## src/rtl/irqf_pkg.sv

```systemverilog
package irqf_pkg;
    typedef enum logic {
        FLAG_IDLE    = 1'b0,
        FLAG_PENDING = 1'b1
    } flag_state_t;

    localparam int REG_W    = 8;
    localparam int TMR_BIT  = 7;
    localparam int SER_BIT  = 6;
    localparam int RSV_BIT  = 5;
endpackage

```

## src/rtl/irqf_pin_edge.sv

```systemverilog
module irqf_pin_edge #(
    parameter int STAGES = 2
) (
    input  logic clk,
    input  logic rst_n,
    input  logic pin_i,
    input  logic en_i,
    input  logic rise_sel_i,
    output logic hit_o
);
    localparam int TOP = STAGES - 1;

    logic [STAGES-1:0] chain_q;
    logic              prev_q;
    logic              rise_w;
    logic              fall_w;

    // Synchronizer chain, then one more flop that keeps the previous
    // synchronized level for edge detection.
    generate
        if (STAGES == 1) begin : g_one
            always_ff @(posedge clk) begin
                if (!rst_n) chain_q <= '0;
                else        chain_q <= pin_i;
            end
        end else begin : g_many
            always_ff @(posedge clk) begin
                if (!rst_n) chain_q <= '0;
                else        chain_q <= {chain_q[STAGES-2:0], pin_i};
            end
        end
    endgenerate

    always_ff @(posedge clk) begin
        if (!rst_n) prev_q <= 1'b0;
        else        prev_q <= chain_q[TOP];
    end

    always_comb begin
        rise_w = chain_q[TOP] & ~prev_q;
        fall_w = ~chain_q[TOP] & prev_q;
        hit_o  = en_i & (rise_sel_i ? rise_w : fall_w);
    end

    // a disabled pin never reports an edge hit
    a_r5_no_hit_when_off: assert property (@(posedge clk) disable iff (!rst_n)
        !en_i |-> !hit_o);
endmodule

```

## src/rtl/irqf_wrap_detect.sv

```systemverilog
module irqf_wrap_detect #(
    parameter int CNT_W = 8
) (
    input  logic             clk,
    input  logic             rst_n,
    input  logic [CNT_W-1:0] count_i,
    output logic             wrap_o
);
    localparam logic [CNT_W-1:0] CNT_MAX = {CNT_W{1'b1}};

    logic [CNT_W-1:0] last_q;

    always_ff @(posedge clk) begin
        if (!rst_n) last_q <= '0;
        else        last_q <= count_i;
    end

    always_comb wrap_o = (last_q == CNT_MAX) && (count_i == '0);
endmodule

```

## src/rtl/irqf_flag_cell.sv

```systemverilog
module irqf_flag_cell
    import irqf_pkg::*;
(
    input  logic clk,
    input  logic rst_n,
    input  logic set_i,
    input  logic clr_i,
    output logic flag_o
);
    flag_state_t state_q;
    flag_state_t state_d;

    always_ff @(posedge clk) begin
        if (!rst_n) state_q <= FLAG_IDLE;
        else        state_q <= state_d;
    end

    // SET, CLEAR and HOLD transitions; a set event outranks a clear
    always_comb begin
        state_d = state_q;
        unique case (state_q)
            FLAG_IDLE: begin
                if (set_i) state_d = FLAG_PENDING;
            end
            FLAG_PENDING: begin
                if (clr_i && !set_i) state_d = FLAG_IDLE;
            end
            default: state_d = FLAG_IDLE;
        endcase
    end

    always_comb flag_o = (state_q == FLAG_PENDING);

    a_r8_set_wins: assert property (@(posedge clk) disable iff (!rst_n)
        set_i |=> flag_o);
    a_r6_clear_drops: assert property (@(posedge clk) disable iff (!rst_n)
        (clr_i && !set_i) |=> !flag_o);
    a_r7_quiet_hold: assert property (@(posedge clk) disable iff (!rst_n)
        (!clr_i && !set_i) |=> $stable(flag_o));
endmodule

```

## src/rtl/irq_flag_reg.sv

```systemverilog
module irq_flag_reg
    import irqf_pkg::*;
#(
    parameter int NUM_PINS     = 5,
    parameter int SYNC_STAGES  = 2,
    parameter int TMR_W        = 8,
    parameter bit FULL_VARIANT = 1'b1
) (
    input  logic                clk,
    input  logic                rst_n,
    input  logic [TMR_W-1:0]    tmr_count,
    input  logic                ser_done,
    input  logic [NUM_PINS-1:0] irq_pin,
    input  logic [NUM_PINS-1:0] pin_irq_en,
    input  logic [NUM_PINS-1:0] pin_edge_rise,
    input  logic                wr_en,
    input  logic [REG_W-1:0]    wr_data,
    output logic [REG_W-1:0]    rd_data,
    output logic                tmr_req,
    output logic                ser_req,
    output logic [NUM_PINS-1:0] pin_req
);
    localparam logic [REG_W-1:0] USED_MASK = FULL_VARIANT ? 8'hDF : 8'h9B;

    logic [REG_W-1:0]    set_w;
    logic [REG_W-1:0]    clr_w;
    logic [REG_W-1:0]    flag_w;
    logic [NUM_PINS-1:0] hit_w;
    logic                wrap_w;

    irqf_wrap_detect #(.CNT_W(TMR_W)) u_wrap (
        .clk     (clk),
        .rst_n   (rst_n),
        .count_i (tmr_count),
        .wrap_o  (wrap_w)
    );

    generate
        for (genvar p = 0; p < NUM_PINS; p++) begin : g_pin
            irqf_pin_edge #(.STAGES(SYNC_STAGES)) u_edge (
                .clk        (clk),
                .rst_n      (rst_n),
                .pin_i      (irq_pin[p]),
                .en_i       (pin_irq_en[p]),
                .rise_sel_i (pin_edge_rise[p]),
                .hit_o      (hit_w[p])
            );
        end
    endgenerate

    always_comb begin
        set_w                = '0;
        set_w[NUM_PINS-1:0]  = hit_w;
        set_w[SER_BIT]       = ser_done;
        set_w[TMR_BIT]       = wrap_w;
        clr_w                = {REG_W{wr_en}} & ~wr_data;
    end

    generate
        for (genvar b = 0; b < REG_W; b++) begin : g_bit
            if (USED_MASK[b]) begin : g_cell
                irqf_flag_cell u_cell (
                    .clk    (clk),
                    .rst_n  (rst_n),
                    .set_i  (set_w[b]),
                    .clr_i  (clr_w[b]),
                    .flag_o (flag_w[b])
                );
            end else begin : g_tie
                assign flag_w[b] = 1'b0;
            end
        end
    endgenerate

    always_comb begin
        rd_data          = flag_w;
        rd_data[RSV_BIT] = 1'b1;
        tmr_req          = flag_w[TMR_BIT];
        ser_req          = flag_w[SER_BIT];
        pin_req          = flag_w[NUM_PINS-1:0];
    end

    a_r9_reserved_one: assert property (@(posedge clk) disable iff (!rst_n)
        rd_data[RSV_BIT]);
    a_r2_wrap_only: assert property (@(posedge clk) disable iff (!rst_n)
        $rose(tmr_req) |-> ($past(tmr_count) == '0));
    a_r3_serial_sets: assert property (@(posedge clk) disable iff (!rst_n)
        (ser_done && USED_MASK[SER_BIT]) |=> ser_req);

    generate
        for (genvar q = 0; q < NUM_PINS; q++) begin : g_chk
            a_r5_off_pin_quiet: assert property (@(posedge clk) disable iff (!rst_n)
                (!pin_irq_en[q] && !pin_req[q]) |=> !pin_req[q]);
        end
        if (!FULL_VARIANT) begin : g_lite_chk
            a_r11_unused_zero: assert property (@(posedge clk) disable iff (!rst_n)
                !rd_data[SER_BIT] && !rd_data[2]);
        end
    endgenerate
endmodule

```

## config.mk

```make
export PLATFORM = sky130hd
export DESIGN_NAME = irq_flag_reg
export DESIGN_NICKNAME = d
export VERILOG_FILES = /design/src/rtl/irqf_pkg.sv /design/src/rtl/irqf_pin_edge.sv /design/src/rtl/irqf_wrap_detect.sv /design/src/rtl/irqf_flag_cell.sv /design/src/rtl/irq_flag_reg.sv
export SDC_FILE = /design/constraint.sdc
export NUM_CORES = 1
export LEC_CHECK = 0
export BUFFER_PORTS_ARGS = -buffer_cell sky130_fd_sc_hd__buf_4
export CORE_UTILIZATION = 30
export CTS_CLUSTER_SIZE = 16
export DETAILED_ROUTE_END_ITERATION = 10
export GPL_ROUTABILITY_DRIVEN = 1
export PLACE_DENSITY_LB_ADDON = 0.08
export SLEW_MARGIN = 20
export SYNTH_ARGS = -nofsm -noshare
export SYNTH_HDL_FRONTEND = slang
export SYNTH_HIERARCHICAL = 1
export SYNTH_SLANG_ARGS = --single-unit
```

## constraint.sdc

```tcl
create_clock -name clk -period 3.2 [get_ports clk]
set_input_delay 0.96 -clock clk [delete_from_list [all_inputs] [get_ports clk]]
set_output_delay 0.96 -clock clk [all_outputs]
set_load 0.1 [all_outputs]
```

==> results_dict.tcl, run 1 <==
set metrics [dict create \
    status "finished clean" \
    final-seq-area_um2 600.6 \
    coreArea_um2 3744 \
    clk-insertion-delay-late_ns 0.27 \
    grt_pass1_wl_mm 3.450 \
    seq_area_frac_synth_pct 50.53 \
    start_kind "flip-flop" \
    ys_types 13 \
    layout_min_cycle_time_ns 1.896 \
    post_cts_resized 0 \
    crit_family "flip-flops" \
    synth_fp_nets 138 \
    num-fill-cells 371 \
    routed_via_density 4.232 \
    slowest_delay_ns 0.36 \
    postCtsHoldBufs 0 \
    dp_slack_ns 1.080 \
    path_clk_slew_ns 0.06 \
    dp_cells 190 \
    tns_ns 0 \
    leakage_nw 0.7361 \
    drtAntennaViolNets 0 \
    clockRootBuffer "clkbuf_8" \
    crit_buf_inv 1 \
    grt_overflow_total 0 \
    fmax_mhz 527.4 \
    synth.largest_area_cell "dfxtp_1" \
    drt_pass1_iterations 4 \
    crit_slowest_cell "dfxtp_1" \
    fp.dieW_um 64.95 \
    end_kind "primary output" \
    initial_utilization_pct 31.75 \
    final_common_cell "buf_4" \
    wl_mm 1.971 \
    placed_area_um2 1541 \
    crit_chain "buf_4" \
    fin_skew_ns 0.004152 \
    grt_pass1_vias 853 \
    post_cts_buffers 0 \
    drc_errors 0 \
    die_area_um2 4218 \
    setup_violations 0 \
    timing.final.crit_share_pct 59.25 \
    avgSynthCellArea_um2 11.54 \
    cts_made_buffers 5 \
    antenna_found_initial 0 \
    synth_top_area_share_pct 50.53 \
    min_path_type "flip-flop to flip-flop" \
    hpwlAfterDp_mm 1.433 \
    multi_input_area_um2 528.0 \
    syn_inst 103 \
    io_buffer_count 47 \
    track_usage_pct 11.31 \
    drive_above_1_share_pct 47.33 \
    area_growth_pct 38.95 \
    cp.required_ns 2.24 \
    rows 22 \
    drt_iter0_markers 12 \
    setup_slack_ns 1.304 \
    whs_ns 0.4320 \
    cts_max_level 2 \
    peakVddDrop_mv 0.2525 \
    cp.arrival_ns 0.94 \
    fin_cells 198 \
    ys_ff_latch 30 \
    synthTopCellsByArea "dfxtp_1 51%, and2_1 12%, nor2b_4 8.1%, and2b_2 5.2%, nand4b_1 5.2%" \
    netlist_area_um2 1189 \
    clock-sinks 30 \
    cap_viol_max_count 0 \
    final_cell_mix "47 x buf_4, 30 x dfxtp_1, 22 x and2_1" \
    wl_per_cell_um 9.955 \
    final_nets 184 \
    ys_warn_count 6 \
    final_area_um2 1652 \
    worstSetupPathType "flip-flop to primary output" \
    gp_congestion 0.6815 \
    grt_max_degree 31 \
    design_power_total_mw 0.8564 \
    p_per_area_nw_per_um2 518.5 \
    crit_fanout 3 \
    hold_viol 0 \
    rsz0062_at_grt "no" \
    boundaryPins 50 \
    cts_tree "built" \
    die_y_um 64.95 \
    fin_util_pct 44.12 \
    slew_violations 0 \
    vias 838 \
    diodes 0 \
    cts_buffer_depth 2 \
]
-- flip-flops by register name, summed over array words and instances, names as in the netlist --
signal,count
g_bit.g_cell.u_cell/flag_o,7
u_wrap/last_q,8
g_pin.u_edge/chain_q,10
g_pin.u_edge/prev_q,5
-- cells in the mapped netlist --
cell type / number
dfxtp_1: 30
nor2b_4: 7
nand4bb_1: 5
nand2_1: 5
nor4_2: 1
buf_4: 8
and2_1: 22
and2b_2: 7
o21a_1: 7
and2_2: 1
or4b_1: 2
conb_1: 1
nand4b_1: 7
-- metal layers --
| layer | global-route usage [%] | wire [µm] | vias to the layer above |
|---|---|---|---|
| li1 | - | - | 429 |
| met1 | 12.06 | 833 | 374 |
| met2 | 18.10 | 973 | 33 |
| met3 | 5.810 | 149 | 2 |
| met4 | 5.833 | 13 | 0 |
| met5 | 0 | 0 | - |
-- area by class of cell --
cell class / instances / area share [%]
Clock buffer: 8 / 6.667
Multi-Input combinational cell: 65 / 31.97
Sequential cell: 30 / 36.36
Tap cell: 48 / 3.636
Timing Repair Buffer: 47 / 21.36
-- power breakdown --
group	switching [mW]	leakage (nW)	internal (mW)
sequential	0.00596	0.247	0.389
clock	0.131	0.0575	0.217
combinational	0.0634	0.432	0.0504
-- worst paths after layout --
| check | start | end | slack [ns] | cells past startpoint |
|---|---|---|---|---|
| max | g_bit[3].g_cell.u_cell/flag_o$_SDFF_PN0_ | pin_req[3] | 1.30 | 1 |
| max reg2reg | u_wrap/last_q[3]$_SDFF_PN0_ | g_bit[7].g_cell.u_cell/flag_o$_SDFF_PN0_ | 1.94 | 3 |
| min reg2reg | g_pin[1].u_edge/chain_q[0]$_SDFF_PN0_ | g_pin[1].u_edge/chain_q[1]$_SDFF_PN0_ | 0.43 | 1 |
| min | g_pin[1].u_edge/chain_q[0]$_SDFF_PN0_ | g_pin[1].u_edge/chain_q[1]$_SDFF_PN0_ | 0.43 | 1 |
-- worst register-to-register path: cells and delay by family, from the launching register on --
kind,cells,cell delay (ns)
AO/OA/AOI/OAI,1,0.15
flip-flops,1,0.31
AND/OR/NAND/NOR,2,0.75
-- cells by family after synthesis --
logic type / count (synthesis) / synth area share, %
other: 1 / 0.3155
AOI/OAI and AO/OA: 7 / 4.421
and+or+nand+nor: 57 / 39.68
buffers and inverters: 8 / 5.053
DFF: 30 / 50.53
Note: power is estimated with default switching activity, not from simulation.
==> run 2: changes to the inputs <==
Clock period 3.2 ns to 1.9 ns, I/O delays scaled along.
==> run 2 against run 1 <==
  * Via count shrank 1.4%
  * First-iteration DRC count shrank 17%
  * Die area is the same
  * Worst hold slack lost 0.0016 ns
  * Flip-flop and latch count is the same
  * Critical path type unchanged
  * Largest power group unchanged
  * Highest routed layer unchanged
==> results_dict.tcl, run 2 (synthesis gave the netlist of run 1 again) <==
set metrics [dict create \
    routed_via_density 4.193 \
    final_common_cell "buf_4" \
    r2r_slack_ns 0.67 \
    cap_viol_max_count 0 \
    cts_tree "built" \
    initial_utilization_pct 31.75 \
    postCtsHoldBufs 0 \
    worstSetupPathType "flip-flop to primary output" \
    gp_congestion 0.6859 \
    slowest_delay_ns 0.34 \
    cts_max_level 2 \
    clock-sinks 30 \
    drt_pass1_iterations 3 \
    timing.final.crit_share_pct 77.38 \
    grt_overflow_total 0 \
    rows 22 \
    multi_input_area_um2 528.0 \
    num-fill-cells 371 \
    track_usage_pct 11.00 \
    regMostFlops "g_pin.u_edge/chain_q" \
    cp.depth 1 \
    routed.top_layer "met4" \
    grt_pass1_vias 805 \
    boundaryPins 50 \
    crit_chain "buf_4" \
    clk-insertion-delay-late_ns 0.27 \
    p_per_area_nw_per_um2 806.7 \
    tns_ns 0 \
    clockRootBuffer "clkbuf_8" \
    cts_buffer_depth 2 \
    hold_viol 0 \
    cts_made_buffers 5 \
    min_path_cells 1 \
    wl_met1_um 895 \
    crit_family "flip-flops" \
    hpwlAfterDp_mm 1.471 \
    min_path_type "flip-flop to flip-flop" \
    cp.required_ns 1.33 \
    die_y_um 64.95 \
    slew_violations 0 \
    post_cts_resized 0 \
    wl_mm 2.052 \
    crit_buf_inv 1 \
    end_kind "primary output" \
    crit_slowest_cell "dfxtp_2" \
    whs_ns 0.4304 \
    drt_iter0_markers 10 \
    post_cts_buffers 0 \
    die_area_um2 4218 \
    dr_wl_met3_um 131 \
    largest_reg_flops 10 \
    coreArea_um2 3744 \
    fin_skew_ns 0.001514 \
    path_clk_slew_ns 0.06 \
    rsz0062_at_grt "no" \
    drc_errors 0 \
    drive_above_1_share_pct 50.34 \
    final_area_um2 1627 \
    final_nets 184 \
    final-seq-area_um2 609.3 \
    wl_per_cell_um 10.42 \
    peakVddDrop_mv 0.3992 \
    grt_pass1_wl_mm 3.367 \
    start_kind "flip-flop" \
    antenna_found_initial 0 \
    status "finished clean" \
    layout_min_cycle_time_ns 1.470 \
    fmax_mhz 680.2 \
    area_growth_pct 36.84 \
    final_cell_mix "47 x buf_4, 23 x dfxtp_1, 22 x and2_1" \
    r2r.worst_path.cells 3 \
    setup_violations 0 \
    wl_met2_mm 1.012 \
    grt_max_degree 31 \
    design_power_total_mw 1.312 \
    vias 826 \
    drtAntennaViolNets 0 \
    leakage_nw 0.7201 \
    fp.dieW_um 64.95 \
    crit_fanout 3 \
    placed_area_um2 1550 \
    diodes 0 \
    io_buffer_count 47 \
    cp.arrival_ns 0.90 \
]
## run 2: cell types whose count changed in the layout (fill, tap and decap cells not counted), sizes merged
cell    change
clkbuf      -1
## run 2: metal layers
metal	global-route usage [%]	vias up
li1	-	427
met1	11.48	370
met2	18.62	27
met3	5.634	2
met4	4.167	0
met5	0	-
## run 2: through the flow
step	setup slack [ns]	instances	utilization, %
6_report	0.4299	197	43.45
5_1_grt	0.3805	197	43.45
4_1_cts	0.4093	197	43.45
3_5_place_dp	0.2047	190	41.41
3_3_place_gp	0.1916	190	41.41
2_1_floorplan	0.2979	103	-
## run 2: worst paths after layout
kind,startpoint,to
max,g_bit[7].g_cell.u_cell/flag_o$_SDFF_PN0_,tmr_req
min,g_pin[1].u_edge/chain_q[0]$_SDFF_PN0_,g_pin[1].u_edge/chain_q[1]$_SDFF_PN0_
max reg2reg,u_wrap/last_q[3]$_SDFF_PN0_,g_bit[7].g_cell.u_cell/flag_o$_SDFF_PN0_
min reg2reg,g_pin[1].u_edge/chain_q[0]$_SDFF_PN0_,g_pin[1].u_edge/chain_q[1]$_SDFF_PN0_
## run 2: final cells by class
type                    count  area share (%)
clock buffers               7           4.692
well taps                  48           3.692
repair buffers             47           21.69
flip-flops and latches     30           37.46
multi-input cells          65           32.46
## run 2: where the power goes
group          leakage (nW)  switching (mW)  internal (mW)  total (mW)
Clock                0.0383           0.202          0.251       0.453
Sequential            0.250          0.0103          0.656       0.667
Combinational         0.432           0.107         0.0850       0.192
